===== config.mk =====
export PLATFORM = sky130hd
export DESIGN_NAME = sdram_rd_guard
export DESIGN_NICKNAME = d
export VERILOG_FILES = /design/src/rtl/sdram_guard_pkg.sv /design/src/rtl/sdram_guard_bank.sv /design/src/rtl/sdram_guard_ctrl.sv /design/src/rtl/sdram_guard_dpath.sv /design/src/rtl/sdram_rd_guard.sv
export SDC_FILE = /design/constraint.sdc
export NUM_CORES = 1
export LEC_CHECK = 0
export BUFFER_PORTS_ARGS = -buffer_cell sky130_fd_sc_hd__buf_4
export CAP_MARGIN = 30
export CORE_MARGIN = 2
export CORE_UTILIZATION = 35
export DETAILED_ROUTE_END_ITERATION = 16
export PLACE_DENSITY_LB_ADDON = 0.2
export SYNTH_ARGS = -nofsm -noshare
export SYNTH_HDL_FRONTEND = slang
export SYNTH_SLANG_ARGS = --single-unit
export TNS_END_PERCENT = 50

===== constraint.sdc =====
create_clock -name clk -period 2.95 [get_ports clk]
set_clock_uncertainty 0.1 [all_clocks]
set_input_delay 0.59 -clock clk [delete_from_list [all_inputs] [get_ports clk]]
set_output_delay 0.59 -clock clk [all_outputs]
set_load 0.02 [all_outputs]

===== src/rtl/sdram_guard_pkg.sv =====
`timescale 1ns/1ps
package sdram_guard_pkg;

  localparam int BANKS  = 4;
  localparam int BANK_W = 2;
  localparam int ADDR_W = 10;
  localparam int COL_W  = 9;
  localparam int AP_BIT = 8;

  typedef enum logic [1:0] {
    OP_ACT  = 2'd0,
    OP_READ = 2'd1,
    OP_PRE  = 2'd2,
    OP_RSVD = 2'd3
  } cmdOpT;

  typedef enum logic [1:0] {
    BK_IDLE   = 2'd0,
    BK_OPEN   = 2'd1,
    BK_APWAIT = 2'd2,
    BK_PRECH  = 2'd3
  } bankStateT;

  // strobes from control to the read-window datapath
  typedef struct packed {
    logic              rdIssue;
    logic [BANK_W-1:0] rdBank;
    logic [COL_W-1:0]  rdCol;
  } rdStrobeT;

endpackage


===== src/rtl/sdram_guard_bank.sv =====
`timescale 1ns/1ps
module sdram_guard_bank
  import sdram_guard_pkg::*;
#(
  parameter int T_RCD   = 3,
  parameter int T_RP    = 3,
  parameter int HALF_BL = 4
) (
  input  logic  clk,
  input  logic  rstN,
  input  logic  hit,
  input  cmdOpT op,
  input  logic  autoPre,
  output logic  actOk,
  output logic  rdOk,
  output logic  preOk,
  output logic  isOpen
);

  localparam int TMAX0 = (T_RCD > T_RP) ? T_RCD : T_RP;
  localparam int TMAX  = (TMAX0 > HALF_BL) ? TMAX0 : HALF_BL;
  localparam int TW    = $clog2(TMAX + 1);
  localparam logic [TW-1:0] RCD_LOAD = TW'(T_RCD - 1);
  localparam logic [TW-1:0] RP_LOAD  = TW'(T_RP - 1);
  localparam logic [TW-1:0] AP_LOAD  = TW'(HALF_BL - 1);

  bankStateT     stateQ, stateD;
  logic [TW-1:0] timerQ, timerD;
  logic          timerZero;

  assign timerZero = (timerQ == '0);

  always_comb begin
    actOk  = (stateQ == BK_IDLE) || ((stateQ == BK_PRECH) && timerZero);
    rdOk   = (stateQ == BK_OPEN) && timerZero;
    preOk  = (stateQ == BK_IDLE) || (stateQ == BK_OPEN);
    isOpen = (stateQ == BK_OPEN);
  end

  always_comb begin
    stateD = stateQ;
    timerD = timerZero ? timerQ : timerQ - 1'b1;
    if (hit) begin
      case (op)
        OP_ACT: begin
          stateD = BK_OPEN;
          timerD = RCD_LOAD;
        end
        OP_READ: begin
          if (autoPre) begin
            stateD = BK_APWAIT;
            timerD = AP_LOAD;
          end
        end
        OP_PRE: begin
          if (stateQ == BK_OPEN) begin
            stateD = BK_PRECH;
            timerD = RP_LOAD;
          end
        end
        default: ;
      endcase
    end else begin
      case (stateQ)
        BK_APWAIT: begin
          if (timerZero) begin
            stateD = BK_PRECH;
            timerD = RP_LOAD;
          end
        end
        BK_PRECH: begin
          if (timerZero) stateD = BK_IDLE;
        end
        default: ;
      endcase
    end
  end

  always_ff @(posedge clk) begin
    if (!rstN) begin
      stateQ <= BK_IDLE;
      timerQ <= '0;
    end else begin
      stateQ <= stateD;
      timerQ <= timerD;
    end
  end

  AST_READ_NEEDS_RCD: assert property (@(posedge clk) disable iff (!rstN)
    (hit && op == OP_READ) |-> (stateQ == BK_OPEN && timerZero));

  AST_LOCKED_NO_CMD: assert property (@(posedge clk) disable iff (!rstN)
    (stateQ == BK_APWAIT) |-> !hit);

  AST_PRECH_ACT_ONLY: assert property (@(posedge clk) disable iff (!rstN)
    (stateQ == BK_PRECH && hit) |-> (op == OP_ACT && timerZero));

endmodule


===== src/rtl/sdram_guard_ctrl.sv =====
`timescale 1ns/1ps
module sdram_guard_ctrl
  import sdram_guard_pkg::*;
#(
  parameter int T_RCD   = 3,
  parameter int T_RP    = 3,
  parameter int HALF_BL = 4
) (
  input  logic              clk,
  input  logic              rstN,
  input  logic              cmdValid,
  input  logic [1:0]        cmdOp,
  input  logic [BANK_W-1:0] cmdBank,
  input  logic [ADDR_W-1:0] cmdAddr,
  input  logic              cmdForce,
  output logic              cmdGrant,
  output logic              cmdStall,
  output logic              cmdError,
  output rdStrobeT          strb
);

  localparam int GW = $clog2(HALF_BL + 1);
  localparam logic [GW-1:0] GAP_LOAD = GW'(HALF_BL - 1);

  cmdOpT             opSel;
  logic              autoPre;
  logic [BANKS-1:0]  actOkV, rdOkV, preOkV, isOpenV, hitV;
  logic              legal;
  logic [GW-1:0]     gapQ;
  logic              errQ;

  assign opSel   = cmdOpT'(cmdOp);
  assign autoPre = cmdAddr[AP_BIT];

  for (genvar b = 0; b < BANKS; b++) begin : gBank
    assign hitV[b] = cmdGrant && (cmdBank == BANK_W'(b));
    sdram_guard_bank #(
      .T_RCD  (T_RCD),
      .T_RP   (T_RP),
      .HALF_BL(HALF_BL)
    ) uBank (
      .clk    (clk),
      .rstN   (rstN),
      .hit    (hitV[b]),
      .op     (opSel),
      .autoPre(autoPre),
      .actOk  (actOkV[b]),
      .rdOk   (rdOkV[b]),
      .preOk  (preOkV[b]),
      .isOpen (isOpenV[b])
    );
  end

  always_comb begin
    case (opSel)
      OP_ACT:  legal = actOkV[cmdBank];
      OP_READ: legal = rdOkV[cmdBank] && (gapQ == '0);
      OP_PRE:  legal = preOkV[cmdBank];
      default: legal = 1'b0;
    endcase
  end

  assign cmdGrant = cmdValid && legal;
  assign cmdStall = cmdValid && !legal;
  assign cmdError = errQ;

  always_comb begin
    strb.rdIssue = cmdGrant && (opSel == OP_READ);
    strb.rdBank  = cmdBank;
    strb.rdCol   = {cmdAddr[9], cmdAddr[7:0]};
  end

  always_ff @(posedge clk) begin
    if (!rstN) begin
      gapQ <= '0;
      errQ <= 1'b0;
    end else begin
      if (strb.rdIssue)    gapQ <= GAP_LOAD;
      else if (gapQ != '0) gapQ <= gapQ - 1'b1;
      errQ <= cmdValid && cmdForce && !legal;
    end
  end

  AST_FORCE_FLAGS: assert property (@(posedge clk) disable iff (!rstN)
    (cmdValid && cmdForce && !cmdGrant) |=> cmdError);

  AST_ACT_OPENS: assert property (@(posedge clk) disable iff (!rstN)
    (cmdGrant && opSel == OP_ACT) |=> isOpenV[$past(cmdBank)]);

endmodule


===== src/rtl/sdram_guard_dpath.sv =====
`timescale 1ns/1ps
module sdram_guard_dpath
  import sdram_guard_pkg::*;
#(
  parameter int CL        = 2,
  parameter int BL        = 8,
  parameter bit BURST_SEQ = 1'b1
) (
  input  logic              clk,
  input  logic              rstN,
  input  rdStrobeT          strb,
  output logic              rdValid,
  output logic [BANK_W-1:0] rdBank,
  output logic [COL_W-1:0]  rdColRise,
  output logic [COL_W-1:0]  rdColFall
);

  localparam int HALF_BL = BL / 2;
  localparam int LB      = $clog2(BL);
  localparam logic [LB-1:0] REM_LOAD = LB'(HALF_BL - 1);

  logic [CL-1:0]     issuePipe;
  logic [COL_W-1:0]  colPipe  [CL];
  logic [BANK_W-1:0] bankPipe [CL];

  logic              head;
  logic [COL_W-1:0]  startQ, curStart;
  logic [BANK_W-1:0] bankQ;
  logic [LB-1:0]     pairQ, remQ, curPair;
  logic [LB-1:0]     beatRise, beatFall, lowRise, lowFall;

  assign head = issuePipe[CL-1];

  // CAS-latency delay line for issue, column and bank
  always_ff @(posedge clk) begin
    if (!rstN) begin
      issuePipe <= '0;
      for (int i = 0; i < CL; i++) begin
        colPipe[i]  <= '0;
        bankPipe[i] <= '0;
      end
    end else begin
      issuePipe[0] <= strb.rdIssue;
      colPipe[0]   <= strb.rdCol;
      bankPipe[0]  <= strb.rdBank;
      for (int i = 1; i < CL; i++) begin
        issuePipe[i] <= issuePipe[i-1];
        colPipe[i]   <= colPipe[i-1];
        bankPipe[i]  <= bankPipe[i-1];
      end
    end
  end

  // window occupancy and beat-pair position
  always_ff @(posedge clk) begin
    if (!rstN) begin
      startQ <= '0;
      bankQ  <= '0;
      pairQ  <= '0;
      remQ   <= '0;
    end else if (head) begin
      startQ <= colPipe[CL-1];
      bankQ  <= bankPipe[CL-1];
      pairQ  <= LB'(1);
      remQ   <= REM_LOAD;
    end else if (remQ != '0) begin
      remQ  <= remQ - 1'b1;
      pairQ <= pairQ + 1'b1;
    end
  end

  assign rdValid  = head || (remQ != '0);
  assign rdBank   = head ? bankPipe[CL-1] : bankQ;
  assign curStart = head ? colPipe[CL-1] : startQ;
  assign curPair  = head ? '0 : pairQ;
  assign beatRise = curPair + curPair;
  assign beatFall = beatRise + 1'b1;

  if (BURST_SEQ) begin : gSeq
    assign lowRise = curStart[LB-1:0] + beatRise;
    assign lowFall = curStart[LB-1:0] + beatFall;
  end else begin : gIlv
    assign lowRise = curStart[LB-1:0] ^ beatRise;
    assign lowFall = curStart[LB-1:0] ^ beatFall;
  end

  assign rdColRise = {curStart[COL_W-1:LB], lowRise};
  assign rdColFall = {curStart[COL_W-1:LB], lowFall};

  AST_READ_SPACING: assert property (@(posedge clk) disable iff (!rstN)
    (HALF_BL > 1 && strb.rdIssue) |=> !strb.rdIssue);

  AST_PAIR_RANGE: assert property (@(posedge clk) disable iff (!rstN)
    rdValid |-> (int'(curPair) < HALF_BL));

endmodule


===== src/rtl/sdram_rd_guard.sv =====
`timescale 1ns/1ps
module sdram_rd_guard
  import sdram_guard_pkg::*;
#(
  parameter int CL        = 2,
  parameter int BL        = 8,
  parameter int T_RCD     = 3,
  parameter int T_RP      = 3,
  parameter bit BURST_SEQ = 1'b1
) (
  input  logic        clk,
  input  logic        rstN,
  input  logic        cmdValid,
  input  logic [1:0]  cmdOp,
  input  logic [1:0]  cmdBank,
  input  logic [9:0]  cmdAddr,
  input  logic        cmdForce,
  output logic        cmdGrant,
  output logic        cmdStall,
  output logic        cmdError,
  output logic        rdValid,
  output logic [1:0]  rdBank,
  output logic [8:0]  rdColRise,
  output logic [8:0]  rdColFall
);

  localparam int HALF_BL = BL / 2;

  rdStrobeT strb;

  sdram_guard_ctrl #(
    .T_RCD  (T_RCD),
    .T_RP   (T_RP),
    .HALF_BL(HALF_BL)
  ) uCtrl (
    .clk     (clk),
    .rstN    (rstN),
    .cmdValid(cmdValid),
    .cmdOp   (cmdOp),
    .cmdBank (cmdBank),
    .cmdAddr (cmdAddr),
    .cmdForce(cmdForce),
    .cmdGrant(cmdGrant),
    .cmdStall(cmdStall),
    .cmdError(cmdError),
    .strb    (strb)
  );

  sdram_guard_dpath #(
    .CL       (CL),
    .BL       (BL),
    .BURST_SEQ(BURST_SEQ)
  ) uDpath (
    .clk      (clk),
    .rstN     (rstN),
    .strb     (strb),
    .rdValid  (rdValid),
    .rdBank   (rdBank),
    .rdColRise(rdColRise),
    .rdColFall(rdColFall)
  );

endmodule


==> results.txt, run 1 <==
TritonCTS built the clock tree. The tools report the CTS H-tree depth as 3. The data required time of the critical path is 2260 ps. Across the VDD grid, the largest voltage drop is 0.000356 V. The count of nets left with antenna violations after detail routing was 0; the number of I/O pins was 42. After synthesis, the most frequently instantiated cells are sky130_fd_sc_hd__dfxtp_1 (64), sky130_fd_sc_hd__nor2_1 (42), sky130_fd_sc_hd__and2_1 (36). At the worst endpoint, the arrival time is 2180 ps. The cell sitting at the root of the clock tree is a sky130_fd_sc_hd__clkbuf_8.

Summing the sequential cell areas from Yosys gives 37.5% of the chip area. Summed over all cells, the static leakage comes to 1.83 nW. Summing the areas of all compound-gate instances in the mapped netlist gives 14.7% of the synthesized area. In the final timing run, aggregate negative setup slack is 0 ps. After detailed routing, the total wire length is 7.20 mm. The worst hold-check path type is reg2reg. Once routing completed, OpenROAD measured the worst setup slack at 80.6 ps. The distinct cell type count of the synthesized netlist came out at 50.

The adder and majority gate portion of the synthesized area is 7.53%. The smallest hold slack is 333 ps, and the proportion of synthesized area in mux cells is 6.22%. The most frequent cell after synthesis is sky130_fd_sc_hd__dfxtp_1.

The overall power of the completed layout is 3.40 mW. Leading area contributor after synthesis: sky130_fd_sc_hd__dfxtp_1. Of all nets on the critical path, the largest fanout is 4. Buffers placed on the I/O ports in this run total 41.

The tools report the final-report hold violation count as 0. The dominant register cell in the synthesized netlist is sky130_fd_sc_hd__dfxtp_1. After floorplanning, the core was divided into 36 placement rows. The global routing usage summed across all routing layers is 14.9%.

Summing the areas of all xor and xnor instances in the mapped netlist gives 2.56% of the synthesized area. The die height is 103 um. The tools report the post-route standard cell area excluding fillers as 0.00414 sq mm.

Setup violations remaining at the end of the flow were counted as 0. At the placement stage, the worst setup path has a slack of 166 ps. For the global-route track usage on met2, the log shows 24.9%.

After detailed placement, the total cell area comes to 0.00384 sq mm. The clock edge transition at the registers on the reported setup and hold paths is 90 ps. For this design the ratio of total power to cell area is 822 mW/mm^2. Across the run, the number of max-cap violations was 0. The share of layout cells above drive strength 1 was 23.4%. After detailed routing, the number of remaining DRC violations is 0.

The region available for standard cell placement spans 0.00964 sq mm. The run gives 18.5% as the fraction of met1 tracks used by global routing. The most critical setup path has its startpoint at uCtrl.gBank[0].uBank.timerQ[0]$_SDFF_PN0_.

The worst hold path begins at uDpath.colPipe[0][4]$_SDFF_PN0_. The longest individual stage delay on the worst path is 340 ps, and the deepest clock path buffer count is 2. The first global-routing pass estimated 12.3 mm of wire. The worst register-to-register path begins at uCtrl.gBank[0].uBank.timerQ[0]$_SDFF_PN0_.

The peak-usage layer in the global routing report is met2. The clock drives 64 sinks. For the number of antenna violations at the first check in global routing, the log shows 0.

The number of buffers and inverters on the critical path is 2. The register bit count reported by yosys works out to 64. Counting every net in the synthesized netlist gives 428. The slew at the pin closest to its max-slew limit came out at 580 ps. After detailed routing, the number of vias per cell comes to 4.84. In this run, CTS created clock tree buffers numbering 9. In this run, synthesis inferred 0 flip-flops with an integrated enable.

Counting every instance in the synthesized netlist gives 390. Cell family with the largest share of critical-path delay: simple AND/OR/NAND/NOR gates. At the end of routability-driven placement, the weighted congestion stood at 0.787. The tools report the number of pins with negative max-slew slack in the final report as 0.

The critical path in this run is classified as reg2out. The die is 103 um wide. STA classifies the critical path startpoint as a flop. Walking the worst path, the cells encountered are inv_1 > ha_1 > and4b_1 > o21ai_1 > nand4_1 > a221oi_2 > and2_4 > buf_4. The logs give 37 for the largest net degree at the start of global routing and 0.349 GHz for the timing-limited maximum frequency.

The smallest clock period supported by the final layout is computed as 2870 ps. The final route contains 2754 vias. After detailed routing, the average wire length per cell comes to 12.7 um. The total overflow left after global routing is 0. The tools report the number of warnings reported in the yosys synthesis log as 0. The effective utilization at floorplan is 35.5%.

The final layout contains 469 nets. Sorting the synthesized cells by area gives the leading types as sky130_fd_sc_hd__dfxtp_1 (37%), sky130_fd_sc_hd__ha_1 (6.9%), sky130_fd_sc_hd__and2_1 (6.6%), sky130_fd_sc_hd__nor2_1 (4.6%), sky130_fd_sc_hd__a21oi_1 (3.5%). In this run the biggest area consumer among cell types represents 37.5% of the synthesized area.

Detailed router's first-iteration violation count: 96. For met3 alone, demand over resource in global routing was 5.02%. The synthesized netlist devotes 24.1% of its cell area to simple gates. After legalization and detailed placement, the total HPWL measured 5.27 mm. Full die area: 0.0106 sq mm. The number of hold buffers added after CTS was 0. Headroom to the max-slew limit came out at 60.9%.

The tools report the cell area after synthesis as 0.00342 sq mm. The run gives 0 as the diode insertion count for antenna repair. Setup repair after global routing left no endpoint under its margin. Of all flip-flops after synthesis, the portion carrying an async set or reset was 0%.

The run finished with clean final reports. The slowest stage of the critical path belongs to the cell sky130_fd_sc_hd__dfxtp_2. Dominant combinational cell family by area after synthesis: simple AND/OR/NAND/NOR gates. The tools report the type of destination of the critical path as an output port. The first TritonRoute pass finished after 4 iterations.

The average size of a mapped cell is 8.77 sq um, and the area added between synthesis and finish is 21.0%. The clock reaches the later pin of the worst-skew pair after 350 ps. The number of global-route vias before repair was 2610; the portion of the clock cycle consumed by the worst path in the final layout was 97.3%.
-- layout by cell type, fill, tap and decap left out, types with 9 or more instances in the layout --
master / instances
sky130_fd_sc_hd__ha_1: 17
sky130_fd_sc_hd__dfxtp_1: 61
sky130_fd_sc_hd__a21oi_1: 24
sky130_fd_sc_hd__nand2b_1: 14
sky130_fd_sc_hd__clkbuf_8: 9
sky130_fd_sc_hd__and2_1: 35
sky130_fd_sc_hd__inv_1: 24
sky130_fd_sc_hd__nand2_1: 20
sky130_fd_sc_hd__o21ai_0: 13
sky130_fd_sc_hd__nor2_1: 42
sky130_fd_sc_hd__buf_4: 56
sky130_fd_sc_hd__mux2i_1: 10
sky130_fd_sc_hd__a211oi_1: 11
-- final cells by class --
class	instances	area, sq um
clock buffers	9	124
fillers	994	5500
flip-flops and latches	64	1280
well taps	133	166
multi-input cells	275	1920
inverters	25	93.8
clock inverters	7	125
repair buffers	56	420
-- worst paths after layout --
kind                                                  to  slack (ps)  cells after the start
min                     uDpath.colPipe[0][13]$_SDFF_PN0_         330                      1
max reg2reg  uCtrl.gBank[3].uBank.stateQ[0]$_SDFFE_PN0P_         470                     10
max                                             cmdStall          80                      8
min reg2reg             uDpath.colPipe[0][13]$_SDFF_PN0_         330                      1
-- where the power goes --
group | internal (mW) | total [mW] | switching [mW]
clock | 0.572 | 0.951 | 0.379
combinational | 0.618 | 1.35 | 0.729
sequential | 1.01 | 1.10 | 0.0907
total | 2.20 | 3.40 | 1.20
-- per-stage QoR --
stage	util, %	std cells
2_1_floorplan	-	390
5_1_grt	42.9	569
3_5_place_dp	39.8	552
3_3_place_gp	39.8	552
6_report	42.9	569
4_1_cts	42.5	568
-- routing by layer --
metal	routed length, um	vias to the layer above	share of wire [%]
met4	76	0	1.1
met2	3460	60	48
li1	-	1401	-
met5	0	-	0
met3	335	9	4.7
met1	3340	1284	46
-- logic make-up after synthesis --
kind of cell	count (synthesis)
compound gates	77
xor+xnor	10
fa+ha+maj	20
buf+inv	51
flops	64
mux	19
simple gates	149
-- state kept, by name (all words and copies together) (netlist names) --
signal and cells:
uDpath.colPipe 18, uCtrl.gBank.uBank.timerQ 12, uDpath.startQ 9, uCtrl.gBank.uBank.stateQ 8, uDpath.bankPipe 4, uCtrl.gapQ 3
uDpath.remQ 3, uDpath.bankQ 2, uDpath.issuePipe 2, uDpath.pairQ 2, uCtrl.cmdError 1
-- timing repair --
action,4_1_cts,5_1_grt
buffers inserted,0,1
endpoints found under the setup margin,2,2
pin swaps,1,3
resized for setup,4,10
No activity file was read; power rests on OpenSTA's default activity.
==> inputs of run 2 (changes only) <==
Settings changed: ABC_AREA from default to 1.
==> run 2 against run 1 <==
  * Register-to-register slack better by 230 ps
  * Clock-buffer cell count stayed put
  * Die area rose by 2.0%
  * Highest routed layer unchanged
  * Largest cell class unchanged
==> results.txt, run 2 <==
The flow ran to the end, and the final reports show no timing, DRC or antenna violations. No sink is reached through more buffers than the 2 on the longest clock path. The detailed router's first-iteration violation count is 75. Ranked by total cell area, the synthesized netlist is headed by sky130_fd_sc_hd__dfxtp_1 (37%), sky130_fd_sc_hd__nand2_1 (15%), sky130_fd_sc_hd__inv_1 (8.7%), sky130_fd_sc_hd__ha_1 (6.8%), sky130_fd_sc_hd__nor2_1 (5.9%).

The placeable core region came out at 0.00973 sq mm. TritonCTS built the clock tree. DRC violation count after routing: 0. CTS placed an instance of sky130_fd_sc_hd__clkbuf_8 at the clock tree root. Dividing the detail-routed wire length by the instance count gives 10.9 um. Derived from the worst setup path, the maximum achievable clock frequency is 0.363 GHz.

At the end of routability-driven placement, the weighted congestion stood at 0.860. For this block, the via count after detailed routing is 2987. The first global-routing pass estimated 12.8 mm of wire. The tools report the type of destination of the critical path as an output port. The area share of the largest cell type after synthesis was 36.7%; the fraction of the yosys area taken by sequential cells was 36.7%. Portion of the clock cycle consumed by the worst path in the final layout: 93.3%.

Diode insertion count for antenna repair: 0. The most flop-heavy register was uDpath.colPipe. The post-route netlist has 15.8% of its cells at a drive strength greater than 1.

The area growth from synthesis to layout is 15.9%. Data on the critical path arrives at its endpoint at 2060 ps. For the largest net degree at the start of global routing, the log shows 39. The fraction of the mapped netlist area in simple logic gates is 30.7%.

Detailed placement finished with a half-perimeter wire length of 5.49 mm. The largest registers in the layout are uDpath.colPipe x18, uCtrl.gBank.uBank.timerQ x12, uDpath.startQ x9. The synthesized netlist contains 35 unique library cells. Setup violations remaining at the end of the flow were counted as 0. Once the clock tree was built, the setup fixing pass inserted 0 buffers.

Leading area contributor after synthesis: sky130_fd_sc_hd__dfxtp_1. The logs give 0 for the number of buffers inserted for hold repair after clock tree synthesis and 3 for the CTS H-tree depth. The worst path needs 2750 ps of the cycle, external delays included. The die width was 104 um. In this run, synthesis inferred 0 flip-flops with an integrated enable.

The number of global-route vias before repair came out at 2859. For the cell count after placement, the log shows 670. Summing the areas of all compound-gate instances in the mapped netlist gives 9.32% of the synthesized area. Overall overflow remaining after global route: 0. The floorplan row count was 36; the overall power of the completed layout was 2.98 mW.

Setup repair after global routing left no endpoint under its margin. The setup check on the worst reg-to-reg path leaves a slack of 700 ps. Summed over all failing endpoints, the final setup total negative slack is 0 ps. The logs give 64 for the number of sinks handled by clock tree synthesis and 9 for the number of buffers added by the clock tree synthesis step.

Of all nets on the critical path, the largest fanout is 7. The clock reaches the later pin of the worst-skew pair after 330 ps. The final-report hold violation count was 0. After synthesis, the share of cell area in mux cells is 0%. Dominant combinational cell family by area after synthesis: simple AND/OR/NAND/NOR gates. A synthesized cell averages 6.81 sq um. In the synthesized netlist the async set-or-reset flop fraction comes to 0%. At the worst endpoint, the required time is 2260 ps. Kind of critical path: reg2out.

The number of filler cells placed in the layout is 1067, and the cell count after synthesis is 513. Post-synthesis net count: 551. The tools report the number of pins with negative max-slew slack in the final report as 0. The tools report the cell area reported after detailed placement as 0.00386 sq mm. The worst setup path is launched from a flop. Leading cell type in the layout, fill and taps excluded: sky130_fd_sc_hd__nand2_1.

The run gives 0 as the post-cts gate resize count. Using the TritonRoute via totals, the vias-per-cell ratio works out to 4.36. The flip-flop count of the largest register, all copies and words added came out at 18. Ranked by instance count, the synthesized netlist is headed by sky130_fd_sc_hd__nand2_1 (144), sky130_fd_sc_hd__inv_1 (81), sky130_fd_sc_hd__dfxtp_1 (64). 42 I/O pins were placed. The number of iterations in the first detailed-routing pass was 4.

Most frequent cell after synthesis: sky130_fd_sc_hd__nand2_1. The library cells used most frequently in the layout, excluding fill and tap cells, are sky130_fd_sc_hd__nand2_1 (144), sky130_fd_sc_hd__inv_1 (81), sky130_fd_sc_hd__dfxtp_1 (64). The global routing usage summed across all routing layers was 14.5%. Once detail routing completed, the nets flagged for antenna violations numbered 0.

Clock edge transition at the registers on the reported setup and hold paths: 70 ps. At the pin with the least slew margin, the transition time is 552 ps. Headroom to the max-slew limit came out at 62.8%. For the post-route standard cell area excluding fillers, the log shows 0.00405 sq mm. For this block, the routed nets add up to 7.45 mm of wire. Number of warnings reported in the yosys synthesis log: 0. The die covers 0.0108 sq mm. For this run, the leading register cell type out of synthesis is sky130_fd_sc_hd__dfxtp_1. For the number of antenna violations at the first check in global routing, the log shows 0.

The xor/xnor share of the synthesized area came out at 2.26%. For the number of nets at the end of the flow, the log shows 586. The worst hold-check path type was reg2reg. In this run the cell area of the synthesized design comes to 0.00349 sq mm. The power density over cell area is 736 mW/mm^2. From bottom edge to top edge, the die measures 104 um. The number of buffer cells added on primary ports was 41; the largest vdd supply drop was 0.000277 V. For this configuration, the core starts out at a cell density of 35.9%. The synthesized netlist devotes 7.38% of its cell area to adder and majority cells. The finished layout holds 685 standard cells, fillers aside. The analysis attributes to cell leakage a power of 2.15 nW. The tools report the count of max-cap constraint violations as 0. The synthesized design contains 64 register bits.
==> run 2: logic make-up after synthesis <==
group | after synthesis
AOI/OAI and AO/OA | 63
adders and majority gates | 20
and+or+nand+nor | 247
DFF | 64
buffers and inverters | 110
xor gates and xnor gates | 9
==> run 2: final timing paths <==
check | from | to | cells after the start
worst max register to register | uCtrl.gBank[1].uBank.timerQ[0]$_SDFF_PN0_ | uCtrl.gBank[0].uBank.stateQ[0]$_SDFFE_PN0P_ | 13
worst max-delay path | uDpath.issuePipe[1]$_SDFF_PN0_ | rdColFall[1] | 6
worst min-delay path | uDpath.colPipe[0][6]$_SDFF_PN0_ | uDpath.colPipe[0][15]$_SDFF_PN0_ | 2
worst min register to register | uDpath.colPipe[0][6]$_SDFF_PN0_ | uDpath.colPipe[0][15]$_SDFF_PN0_ | 2
==> run 2: area by class of cell <==
type	count	area (sq um)	area share (%)
timing repair buffer	46	345	8.53
clock inverter	6	61.3	1.52
clock buffer	9	124	3.06
tap	133	166	4.11
sequential	64	1280	31.7
multi-input combinational	339	1730	42.8
inverter	88	335	8.29
==> run 2: per-layer routing <==
| metal | vias to the layer above | global-route usage [%] | wire length [um] |
|---|---|---|---|
| met5 | - | 0 | 0 |
| met4 | 0 | 5.50 | 103 |
| met3 | 7 | 2.26 | 186 |
| met2 | 36 | 24.6 | 3540 |
| met1 | 1324 | 18.4 | 3620 |
| li1 | 1620 | - | - |
==> run 2: per-stage QoR <==
| step | util [%] | setup WS [ps] | hold WS [ps] |
|---|---|---|---|
| global placement | 39.7 | 357 | 292 |
| global route | 41.6 | 1.15 | 322 |
| CTS | 41.6 | 152 | 312 |
| detailed placement | 39.7 | 345 | 295 |
| finish | 41.6 | 198 | 310 |
| floorplan | - | 428 | 290 |
==> run 2: report_power, final <==
group / total, mW / switching, mW / leakage [nW] / internal (mW)
Sequential: 1.08 / 0.0709 / 0.526 / 1.01
Clock: 0.718 / 0.336 / 0.0948 / 0.382
Combinational: 1.18 / 0.723 / 1.53 / 0.455
Total: 2.98 / 1.13 / 2.15 / 1.85
==> run 2: critical path: stages (launching register included) <==
cell and delay (ps):
sky130_fd_sc_hd__dfxtp_1 460, sky130_fd_sc_hd__inv_1 100, sky130_fd_sc_hd__or2_2 270, sky130_fd_sc_hd__o21ai_0 220
sky130_fd_sc_hd__fa_1 490, sky130_fd_sc_hd__inv_1 60, sky130_fd_sc_hd__buf_4 130
==> inputs of run 3 (changes only) <==
Settings changed: BUFFER_PORTS_ARGS -buffer_cell sky130_fd_sc_hd__buf_4 to -buffer_cell sky130_fd_sc_hd__buf_2.
==> run 3 against run 2 <==
  * Combinational power fell by 3%
  * Cell area decreased by 2.6%
  * Via count rose by 1.3%
  * Sequential cell count unchanged
  * Clock-buffer cell count grew 1
  * Die area is the same
  * Register-to-register slack gained 20 ps
  * Critical path depth is 7 higher
  * Clock power fell by 4.6%
  * Sequential power about the same
==> results.txt, run 3 (synthesized netlist as in run 2, its figures left out) <==
Routed signal wires occupy layers up through met4. 42 I/O pins were placed. The first detailed-routing pass took 4 iterations.

The number of pins with negative max-slew slack in the final report is 0. The total negative slack came out at 0 ps. TritonCTS built the clock tree. Routed length on met2: 3.60 mm. Using the TritonRoute via totals, the vias-per-cell ratio works out to 4.41.

The worst slew margin relative to its limit is 62.0%, and the number of nets at the end of the flow is 586. The overall power of the completed layout came out at 2.90 mW. CTS saw 64 sinks. The tools report the global routing usage summed across all routing layers as 15.0%. The kind of critical path is reg2out.

The largest registers in the layout are uDpath.colPipe x18, uCtrl.gBank.uBank.timerQ x12, uDpath.startQ x9. The tool flagged a number of max-cap violations equal to 0. At the worst endpoint, the required time is 2260 ps.

Along the worst hold path, the cell count comes to 2. The die covers 0.0108 sq mm. In the final routing, the length of wire on met1 measures 3.57 mm. Clock-pin slew was measured on the worst setup and hold paths at 80 ps. The logs give 330 ps for the clock insertion delay at the later pin of the skew report and 2939 for the number of global-route vias before repair.

In this run the vertical extent of the chip is 104 um. The logs give 0.892 for the final weighted congestion in routability-driven placement and 0 for the DRC violation count after routing. The largest vdd supply drop is 0.000289 V.

Relative to the synthesized area, the layout overhead comes to 12.9%. The worst hold path begins at uDpath.bankPipe[0][1]$_SDFF_PN0_. The flip-flop count of the largest register, all copies and words added was 18. In the layout the commonest cells are sky130_fd_sc_hd__nand2_1 (144), sky130_fd_sc_hd__inv_1 (81), sky130_fd_sc_hd__dfxtp_1 (63).

Setup slack on the worst reg-to-reg path comes out at 720 ps. For the final-report hold violation count, the log shows 0. The library cell used most frequently in the layout, excluding fill and tap cells, is sky130_fd_sc_hd__nand2_1. At the pin with the least slew margin, the transition time is 566 ps.

Share of layout cells above drive strength 1: 16.1%. The worst hold-check path type was reg2reg. The portion of the clock cycle consumed by the worst path in the final layout is 92.7%. The die width is 104 um. The cell leakage power was 2.13 nW. Setup violations remaining at the end of the flow were counted as 0. 0 antenna diodes ended up in the layout.

The detailed router's first-iteration violation count is 139, and the number of buffers inserted for hold repair after clock tree synthesis is 0. The worst setup path is launched from a flop. Summed over all nets, the half-perimeter wirelength after detailed placement is 5.57 mm. The cell chosen for the clock root was sky130_fd_sc_hd__clkbuf_8. The detail route stage leaves a number of antenna-violating nets equal to 0. Wire segments on met3 add up to 200 um in the final route. The register with the most flip-flops in the final layout is uDpath.colPipe. For this configuration, the core starts out at a cell density of 35.9%.

The routed design could run at a clock period as short as 2740 ps. The number of buffer cells added on primary ports is 41, and the global-route wire length before repair is 13.2 mm. Once layout is complete, the utilization of the core stands at 40.5%. The tools report the worst flop-to-flop path startpoint as uCtrl.gBank[0].uBank.timerQ[0]$_SDFF_PN0_. Setup repair after global routing left no endpoint under its margin. Count of cells along the worst register-to-register path: 16. In this run the power density over the cells is 736 mW/mm^2.

In this run the worst path has a maximum fanout of 6. Dividing the detail-routed wire length by the instance count gives 10.9 um. The routed design has 7.45 mm of wire. Global routing finished with a remaining overflow of 0.

The total area inside the core boundary comes to 0.00973 sq mm. The run gives 0 as the number of antenna violations at the first check in global routing. The final route contains 3027 vias. The timing-limited maximum frequency is 0.365 GHz. The run finished with clean final reports.

The logs give 36 for the floorplan row count and 39 for the largest net degree at the start of global routing. The worst register-to-register path ends at uCtrl.gBank[0].uBank.stateQ[0]$_SDFFE_PN0P_. The deepest clock path buffer count was 2. The tools report the type of destination of the critical path as an output port. Counting the buffers created by CTS gives 9. Critical path data arrival time: 2050 ps. The run gives 3 as the CTS H-tree depth.

The tools report the hold-critical path endpoint as uDpath.bankPipe[0][3]$_SDFF_PN0_.
-- run 3: cell count changes in the layout (fill, tap and decap cells not counted) --
| cell | previous run | this run |
|---|---|---|
| sky130_fd_sc_hd__bufinv_16 | 1 | 0 |
| sky130_fd_sc_hd__buf_4 | 46 | 5 |
| sky130_fd_sc_hd__clkinv_2 | 3 | 1 |
| sky130_fd_sc_hd__clkbuf_8 | 9 | 10 |
| sky130_fd_sc_hd__dfxtp_1 | 64 | 63 |
| sky130_fd_sc_hd__clkinvlp_4 | 1 | 3 |
| sky130_fd_sc_hd__clkinv_4 | 1 | 2 |
| sky130_fd_sc_hd__dfxtp_2 | 0 | 1 |
| sky130_fd_sc_hd__buf_2 | 0 | 41 |
-- run 3: timing repair --
item / 4_1_cts / 5_1_grt
buffers inserted: 0 / 0
endpoints found under the setup margin: 0 / 1
gates resized for setup: 0 / 1
-- run 3: final cells by class --
cell class	count	area, sq um
sequential	64	1280
tap	133	166
inverter	88	335
timing repair buffer	46	243
multi-input combinational	339	1730
clock buffer	10	138
clock inverter	6	45.0
fill	1089	5790
-- run 3: metal layers --
layer	up-vias	global-route usage [%]
met5	-	0
met4	0	5.79
met3	6	2.38
met2	43	25.7
met1	1355	19.0
li1	1623	-
-- run 3: critical path, cell delays in order (launching register included) --
cell                      delay (ps)
sky130_fd_sc_hd__dfxtp_1         300
sky130_fd_sc_hd__inv_1           100
sky130_fd_sc_hd__ha_1            180
sky130_fd_sc_hd__inv_1            40
sky130_fd_sc_hd__nor2_1          170
sky130_fd_sc_hd__nand2_1         100
sky130_fd_sc_hd__nand2_1          90
sky130_fd_sc_hd__nand3_1          80
sky130_fd_sc_hd__nor2_1          100
sky130_fd_sc_hd__nor2_1           50
sky130_fd_sc_hd__nand2_2         100
sky130_fd_sc_hd__nand3_4         100
sky130_fd_sc_hd__inv_6           130
sky130_fd_sc_hd__buf_2           170
-- run 3: worst max-delay path by stage --
| stage | cells after the start | slack, ps | endpoint | startpoint |
|---|---|---|---|---|
| 5_1_grt | 13 | 2 | cmdGrant | uCtrl.gBank[0].uBank.timerQ[0]$_SDFF_PN0_ |
| 3_3_place_gp | 12 | 340 | cmdGrant | cmdOp[1] |
| 4_1_cts | 6 | 110 | rdColFall[1] | uDpath.issuePipe[1]$_SDFF_PN0_ |
| 2_1_floorplan | 5 | 430 | rdColFall[2] | uDpath.issuePipe[1]$_SDFF_PN0_ |
| 3_5_place_dp | 12 | 300 | cmdGrant | cmdOp[1] |
| 6_report | 13 | 210 | cmdGrant | uCtrl.gBank[0].uBank.timerQ[0]$_SDFF_PN0_ |
-- run 3: where the power goes --
part / internal (mW) / switching (mW)
Combinational: 0.424 / 0.711
Sequential: 1.01 / 0.0697
Clock: 0.329 / 0.356
Total: 1.77 / 1.14
-- run 3: stage by stage --
step	hold WS [ps]	cells	worst slack, ps	instance area [sq um]
2_1_floorplan	290	513	428	3490
3_3_place_gp	292	670	338	3760
3_5_place_dp	296	670	301	3760
4_1_cts	312	686	115	3940
5_1_grt	322	686	1.85	3940
6_report	310	686	214	3940
